[config.mk]
export PLATFORM = sky130hd
export DESIGN_NAME = fpc_status
export DESIGN_NICKNAME = d
export VERILOG_FILES = /design/src/rtl/fpc_pkg.sv /design/src/rtl/fpc_status.sv
export SDC_FILE = /design/constraint.sdc
export NUM_CORES = 1
export LEC_CHECK = 0
export BUFFER_PORTS_ARGS = -buffer_cell sky130_fd_sc_hd__buf_2
export CORE_AREA = 2 2 39 41
export CTS_CLUSTER_DIAMETER = 40
export DETAILED_ROUTE_END_ITERATION = 10
export DIE_AREA = 0 0 41 43
export GPL_ROUTABILITY_DRIVEN = 1
export SETUP_SLACK_MARGIN = 0.15
export SYNTH_ARGS = -nofsm -noshare
export SYNTH_HDL_FRONTEND = slang
export SYNTH_SLANG_ARGS = --single-unit
[constraint.sdc]
create_clock -name clk -period 2.4 [get_ports clk]
set_input_delay 0 -clock clk [delete_from_list [all_inputs] [get_ports clk]]
set_output_delay 0 -clock clk [all_outputs]
set_load 0.01 [all_outputs]
[src/rtl/fpc_pkg.sv]
package fpc_pkg;
  // access size codes shared by request and configuration
  typedef enum logic [1:0] {
    SZ_BYTE = 2'd0,
    SZ_HALF = 2'd1,
    SZ_WORD = 2'd2,
    SZ_DWORD = 2'd3
  } size_e;

  // one bit per screening rule
  typedef struct packed {
    logic seq;
    logic par;
    logic row;
    logic wp;
  } req_err_t;

  // status bit positions
  localparam int B_DONE  = 0;
  localparam int B_FAIL  = 1;
  localparam int B_WP    = 4;
  localparam int B_ROW   = 5;
  localparam int B_PAR   = 6;
  localparam int B_SEQ   = 7;
  localparam int B_BUSY  = 16;
  localparam logic [7:0] FLAG_MASK = 8'hF3;
endpackage

[src/rtl/fpc_status.sv]
module fpc_status (
  input  logic              clk,
  input  logic              rst_n,
  input  logic              acc,
  input  fpc_pkg::req_err_t err,
  input  logic              eng_done,
  input  logic              eng_err,
  input  logic [7:0]        clr,
  output logic [7:0]        flags,
  output logic              busy,
  output logic              start
);
  import fpc_pkg::*;

  logic       any_err;
  logic [7:0] set_v;

  assign any_err = err.seq | err.par | err.row | err.wp;

  always_comb begin
    set_v         = '0;
    set_v[B_DONE] = eng_done;
    set_v[B_FAIL] = eng_err;
    set_v[B_WP]   = acc & err.wp;
    set_v[B_ROW]  = acc & err.row;
    set_v[B_PAR]  = acc & err.par;
    set_v[B_SEQ]  = acc & err.seq;
  end

  always_ff @(posedge clk) begin
    if (!rst_n) begin
      flags <= '0;
      busy  <= 1'b0;
      start <= 1'b0;
    end else begin
      // set has priority over clear
      flags <= ((flags & ~clr) | set_v) & FLAG_MASK;
      start <= acc & ~any_err;
      if (eng_done | eng_err) busy <= 1'b0;
      else if (acc & ~any_err) busy <= 1'b1;
    end
  end

  p_err_blocks_start_r7 : assert property (@(posedge clk) disable iff (!rst_n)
    (acc && any_err) |=> (!start && !busy));
  p_ok_starts_r7 : assert property (@(posedge clk) disable iff (!rst_n)
    (acc && !any_err) |=> (start && busy));
  p_start_pulse_r7 : assert property (@(posedge clk) disable iff (!rst_n)
    start |=> !start);
  p_end_clears_busy_r8 : assert property (@(posedge clk) disable iff (!rst_n)
    (eng_done || eng_err) |=> !busy);
  p_set_wins_r11 : assert property (@(posedge clk) disable iff (!rst_n)
    (acc && err.seq && clr[B_SEQ]) |=> flags[B_SEQ]);
  p_clear_works_r10 : assert property (@(posedge clk) disable iff (!rst_n)
    (clr[B_DONE] && !eng_done) |=> !flags[B_DONE]);
  p_done_sets_r9 : assert property (@(posedge clk) disable iff (!rst_n)
    eng_done |=> flags[B_DONE]);
endmodule

Word level (Yosys, flattened, before mapping)
Cells that the tools add are included.
- bitwise logic cells: 14
- reduce and logical (&&, ||, !) cells: 1
- operators with widths (operator ; number):
    8-bit AND ; 1
    8-bit NOT ; 1
    8-bit bitwise OR ; 1
    1-bit AND ; 5
    1-bit bitwise OR ; 4
    1-bit NOT ; 2
    2-bit OR reduction ; 1
- register bits: 10
- output and inout bits: 10
- word-level logic and storage cells: 19

Depth between registers and ports, before layout
- depth in word-level cells: 5
- depth in mapped cells: 2
- depth with buffers taken out: 2

Least setup slack after synthesis
No wires, ideal clock.
- path type: input-to-reg
- from: in err[1] (netlist name)
- to: reg start
- path buffers: 0
- stages: 2
- setup slack: 1642 ps
- data required time: 2327 ps
- arrival: 686 ps
- cells stage by stage: or4b_4 -> nor3b_2
- longest elaborated chain between the ends: 4
- RTL lines (element ; line ; source):
    start: declaration ; fpc_status.sv:5 ; input fpc_pkg::req_err_t err,
    1-bit bitwise OR (2 in series) ; fpc_status.sv:18 ; assign any_err = err.seq | err.par | err.row | err.wp;
    1-bit NOT ; fpc_status.sv:38 ; start <= acc & ~any_err;
    1-bit AND ; fpc_status.sv:38 ;
    end signal: assignment ; fpc_status.sv:38 ;
    end: declaration ; fpc_status.sv:11 ; output logic start
No other way between the ends.
A chain may end at the register's enable or synchronous reset.

Worst setup path in the final report
- from: in eng_err
- to: reg busy
- longest elaborated chain between the ends: 2
- RTL lines (element ; line ; source):
    start: declaration ; fpc_status.sv:7 ; input logic eng_err,
    1-bit bitwise OR ; fpc_status.sv:39 ; if (eng_done | eng_err) busy <= 1'b0;
    2-bit OR reduction (no line) ; -- ;
    end signal: assignment ; fpc_status.sv:33 ; busy <= 1'b0;
    end signal: assignment ; fpc_status.sv:39 ;
    end signal: assignment ; fpc_status.sv:40 ; else if (acc & ~any_err) busy <= 1'b1;
    end: declaration ; fpc_status.sv:10 ; output logic busy,
No other way between the ends.

==> impl.org <==
** Global routing
- The first global-routing pass estimated 1.090 mm of wire.
- For this run, the total global-route usage over all layers was measured as 9.687%.
- For this run the aggregate overflow at the end of global routing stands at 0.
- Entering global routing, the biggest net connects 10 pins.
- Initial antenna violation count :: 0
- The via count of the first global-routing pass was 260.

** Synthesis
- During synthesis, Yosys emitted a total of 0 warnings.
- Synthesis-stage register bit count :: 8
- Synth Area per Inst :: 10.28 um^2
- Sequential share of the synthesized area :: 48.67%
- The synthesized netlist occupies a cell area of 329.1 um^2.
- In the synthesized netlist, the number of instances is 32.
- Count of unique library cells instantiated by Yosys :: 13

** Cells and area
- Across the whole layout, storage elements account for 160.2 um^2.
- The finished layout holds 75 standard cells, fillers aside.
- Compared with the post-synthesis result, the final layout area differs by 52.09%.
- Summing all multi-input logic gate instances after layout gives 157.7 um^2.
- After routing the design area is 500.5 um^2.
- Of the cells placed in the final design, the portion with a size suffix greater than 1 is 45.76%.
- The number of antenna diodes in the final layout is 0.
- The layout has 161 filler cells.
- Leading cell type in the layout, fill and taps excluded :: sky130_fd_sc_hd__buf_2
- In the layout the commonest cells are sky130_fd_sc_hd__buf_2 (22), sky130_fd_sc_hd__dfxtp_1 (8), sky130_fd_sc_hd__nand2_1 (4), sky130_fd_sc_hd__nand2b_1 (4), sky130_fd_sc_hd__a21boi_0 (4).
- Net count, final :: 78

** Pwr
- Max VDD drop :: 0.0002078 V
- Power spread over the standard cell area amounts to 570.8 mW/mm^2.
- Proportion of power drawn by flip-flops and latches :: 49.4%
- Clk network pwr share :: 36.5%
- Summed over all nets, the switching power comes to 0.00006638 W.
- Net switching is 23.24% of the power.
- Design internal power :: 0.0002193 W
- In this run the static leakage power is 0.2374 nW.
- Fraction of power consumed by combinational cells :: 14.1%

** Timing
- Sum Neg Setup Slack :: 0 ns
- Min Clock Period, post-route :: 1.100 ns
- Maximum clock frequency :: 909.4 MHz
- Setup repair after global routing left no endpoint under its margin.
- Count of pins over their slew limit :: 0
- Hold Worst Slack :: 0.01417 ns
- Part of the cycle the worst path needs :: 45.82%
- Setup violators final :: 0
- The total count of hold-check failures in the final report was 0.
- Largest clock skew in the final design :: 0 ns

** Critical path
- The worst register-to-register path begins at flags[0].
- Kind of start point of the critical path :: primary input
- Slowest Stage Delay on Critical Path :: 0.53 ns
- Crit-path max FO :: 3
- Cell with the biggest individual delay on the critical path :: sky130_fd_sc_hd__dlygate4sd3_1
- Register-to-register path setup slack :: 1.72 ns
- Crit end category :: flip-flop
- Cells along the critical path :: dlygate4sd3_1, buf_2, or4b_1, o21ai_1
- Cell family with the largest share of critical-path delay :: buffers and inverters
- Data arrival time at the worst-slack endpoint :: 1.29 ns
- Crit Reg-Reg Endpoint :: flags[0]
- The critical path in this run is classified as in -> reg.
- Together, buffers and inverters on the worst path number 2.
- Counting cells, the worst reg-to-reg path comes to 2.
- Data on the critical path is required at its endpoint by 2.59 ns.

** Route
- The first routing iteration left 2 violations.
- Wires add up to 671 um.
- Vias post-DR :: 301
- Number of design rule violations left after detail routing :: 0
- The first detailed-routing pass took 4 iterations.
- Average wire per cell in the routed design :: 8.947 um
- The count of nets left with antenna violations once routing finished came out at 0.
- Vias/cell :: 4.013

** CTS
- Clock network latency to the later pin of the worst-skew pair :: 0.25 ns
- TritonCTS built the clock tree.
- In this run, post-CTS repair resized a total of 0 instances.
- The clock drives 8 sinks.
- Clock tree synthesis inserted a total of 3 buffers.
- CTS HTree Levels :: 1
- Clock transition time at the flip-flop clock pins of the worst setup and hold paths :: 0.06 ns
- CTS Buffer Depth :: 2
- Buffers added to address setup during post-CTS repair amount to 0.
- Clock Root Buffer :: sky130_fd_sc_hd__clkbuf_4

** Placed design
- Instance area after placement :: 447.9 um^2
- Port Buffer Count :: 22
- Final weighted congestion in routability-driven placement :: 0.6439
- The number of placed instances, taps included, is 69.
- Detailed placement HPWL :: 522.9 um

** Hold path
- Hold depth :: 3
- The worst hold path terminates at flags[5].
- Beginning of the worst hold path :: clr[5]
- Class of the tightest hold or removal check :: in -> reg

** Floorplanning
- During I/O placement, the number of pins put on the boundary was 27.
- In this run the horizontal extent of the chip is 41 um.
- The die is 43 um tall.
- Die area :: 0.001763 mm^2
- Floorplan row count :: 14
- Initial Utilization :: 23.78%
- Placeable core area :: 0.001384 mm^2

** Run
- Max Cap Viol :: 0

** Status
- The flow ran to the end, and the final reports show no timing, DRC or antenna violations.
-- sequential cells by signal, indices dropped and copies added (netlist names) --
name and count:
flags 6, start 1, busy 1
-- routing by layer --
metal / vias to the layer above / routed length, um / share of wire (%) / global-route usage, %
met5: - / 0 / 0 / 0
met4: 0 / 0 / 0 / 8.000
met3: 0 / 59 / 8.8 / 3.141
met2: 13 / 318 / 47 / 13.44
met1: 127 / 293 / 44 / 11.44
li1: 161 / - / - / -
-- power groups by stage --
stage	clock, W	combinational [W]	sequential (W)
after global routing	0.000116	0.0000453	0.000142
after detailed placement	0	0.0000371	0.000144
after global placement	0	0.0000366	0.000144
after CTS	0.000110	0.0000408	0.000141
final	0.000104	0.0000402	0.000141
after floorplan	0	0.0000143	0.000147
-- Yosys cell counts, drive strengths merged --
| master | n | area, um^2 |
|---|---|---|
| dfxtp | 8 | 160.2 |
| a21boi | 4 | 30.03 |
| nand2 | 4 | 15.01 |
| nand2b | 4 | 25.02 |
| buf | 2 | 15.01 |
| nor2b | 2 | 12.51 |
| o21a | 2 | 15.01 |
| or4b | 2 | 23.77 |
| conb | 1 | 3.750 |
| nand4bb | 1 | 11.26 |
| nor3b | 1 | 12.51 |
| o21ai | 1 | 5.000 |
-- cells by family after synthesis --
group / synth area share, %
AO/OA/AOI/OAI: 15.21
buffers and inverters: 4.561
flip-flops: 48.67
other: 1.140
AND/OR/NAND/NOR: 30.41
-- area by class of cell --
cell class	count	area share, %
multi-input cells	23	31.50
clock buffers	3	4.500
repair buffers	25	28.00
well taps	16	4.000
flip-flops and latches	8	32.00
-- worst max path at each step --
stage / from / endpoint / slack [ns] / cells after the start
floorplan: err[1] / start / 1.64 / 2
detailed placement: err[1] / start / 1.50 / 3
finish: eng_err / busy / 1.30 / 4
global placement: err[1] / start / 1.50 / 3
CTS: eng_err / busy / 1.30 / 4
global route: eng_err / busy / 1.24 / 4
-- stage by stage --
stage	setup slack [ns]	util, %	power [W]
floorplan	1.642	-	0.0001618
global placement	1.505	32.37	0.0001806
detailed placement	1.505	32.37	0.0001812
CTS	1.304	36.17	0.0002921
global route	1.241	36.17	0.0003033
finish	1.300	36.17	0.0002857
-- tightest hold or removal path: cells and delay by family --
kind / cells / cell delay (ns)
compound gates: 1 / 0.07
simple gates: 1 / 0.08
buf+inv: 1 / 0.07
-- timing repair --
item,4_1_cts,5_1_grt
hold buffers,3,0
endpoints found under the hold margin,3,0
setup endpoints to repair,0,0
No activity file was read; power rests on OpenSTA's default activity.
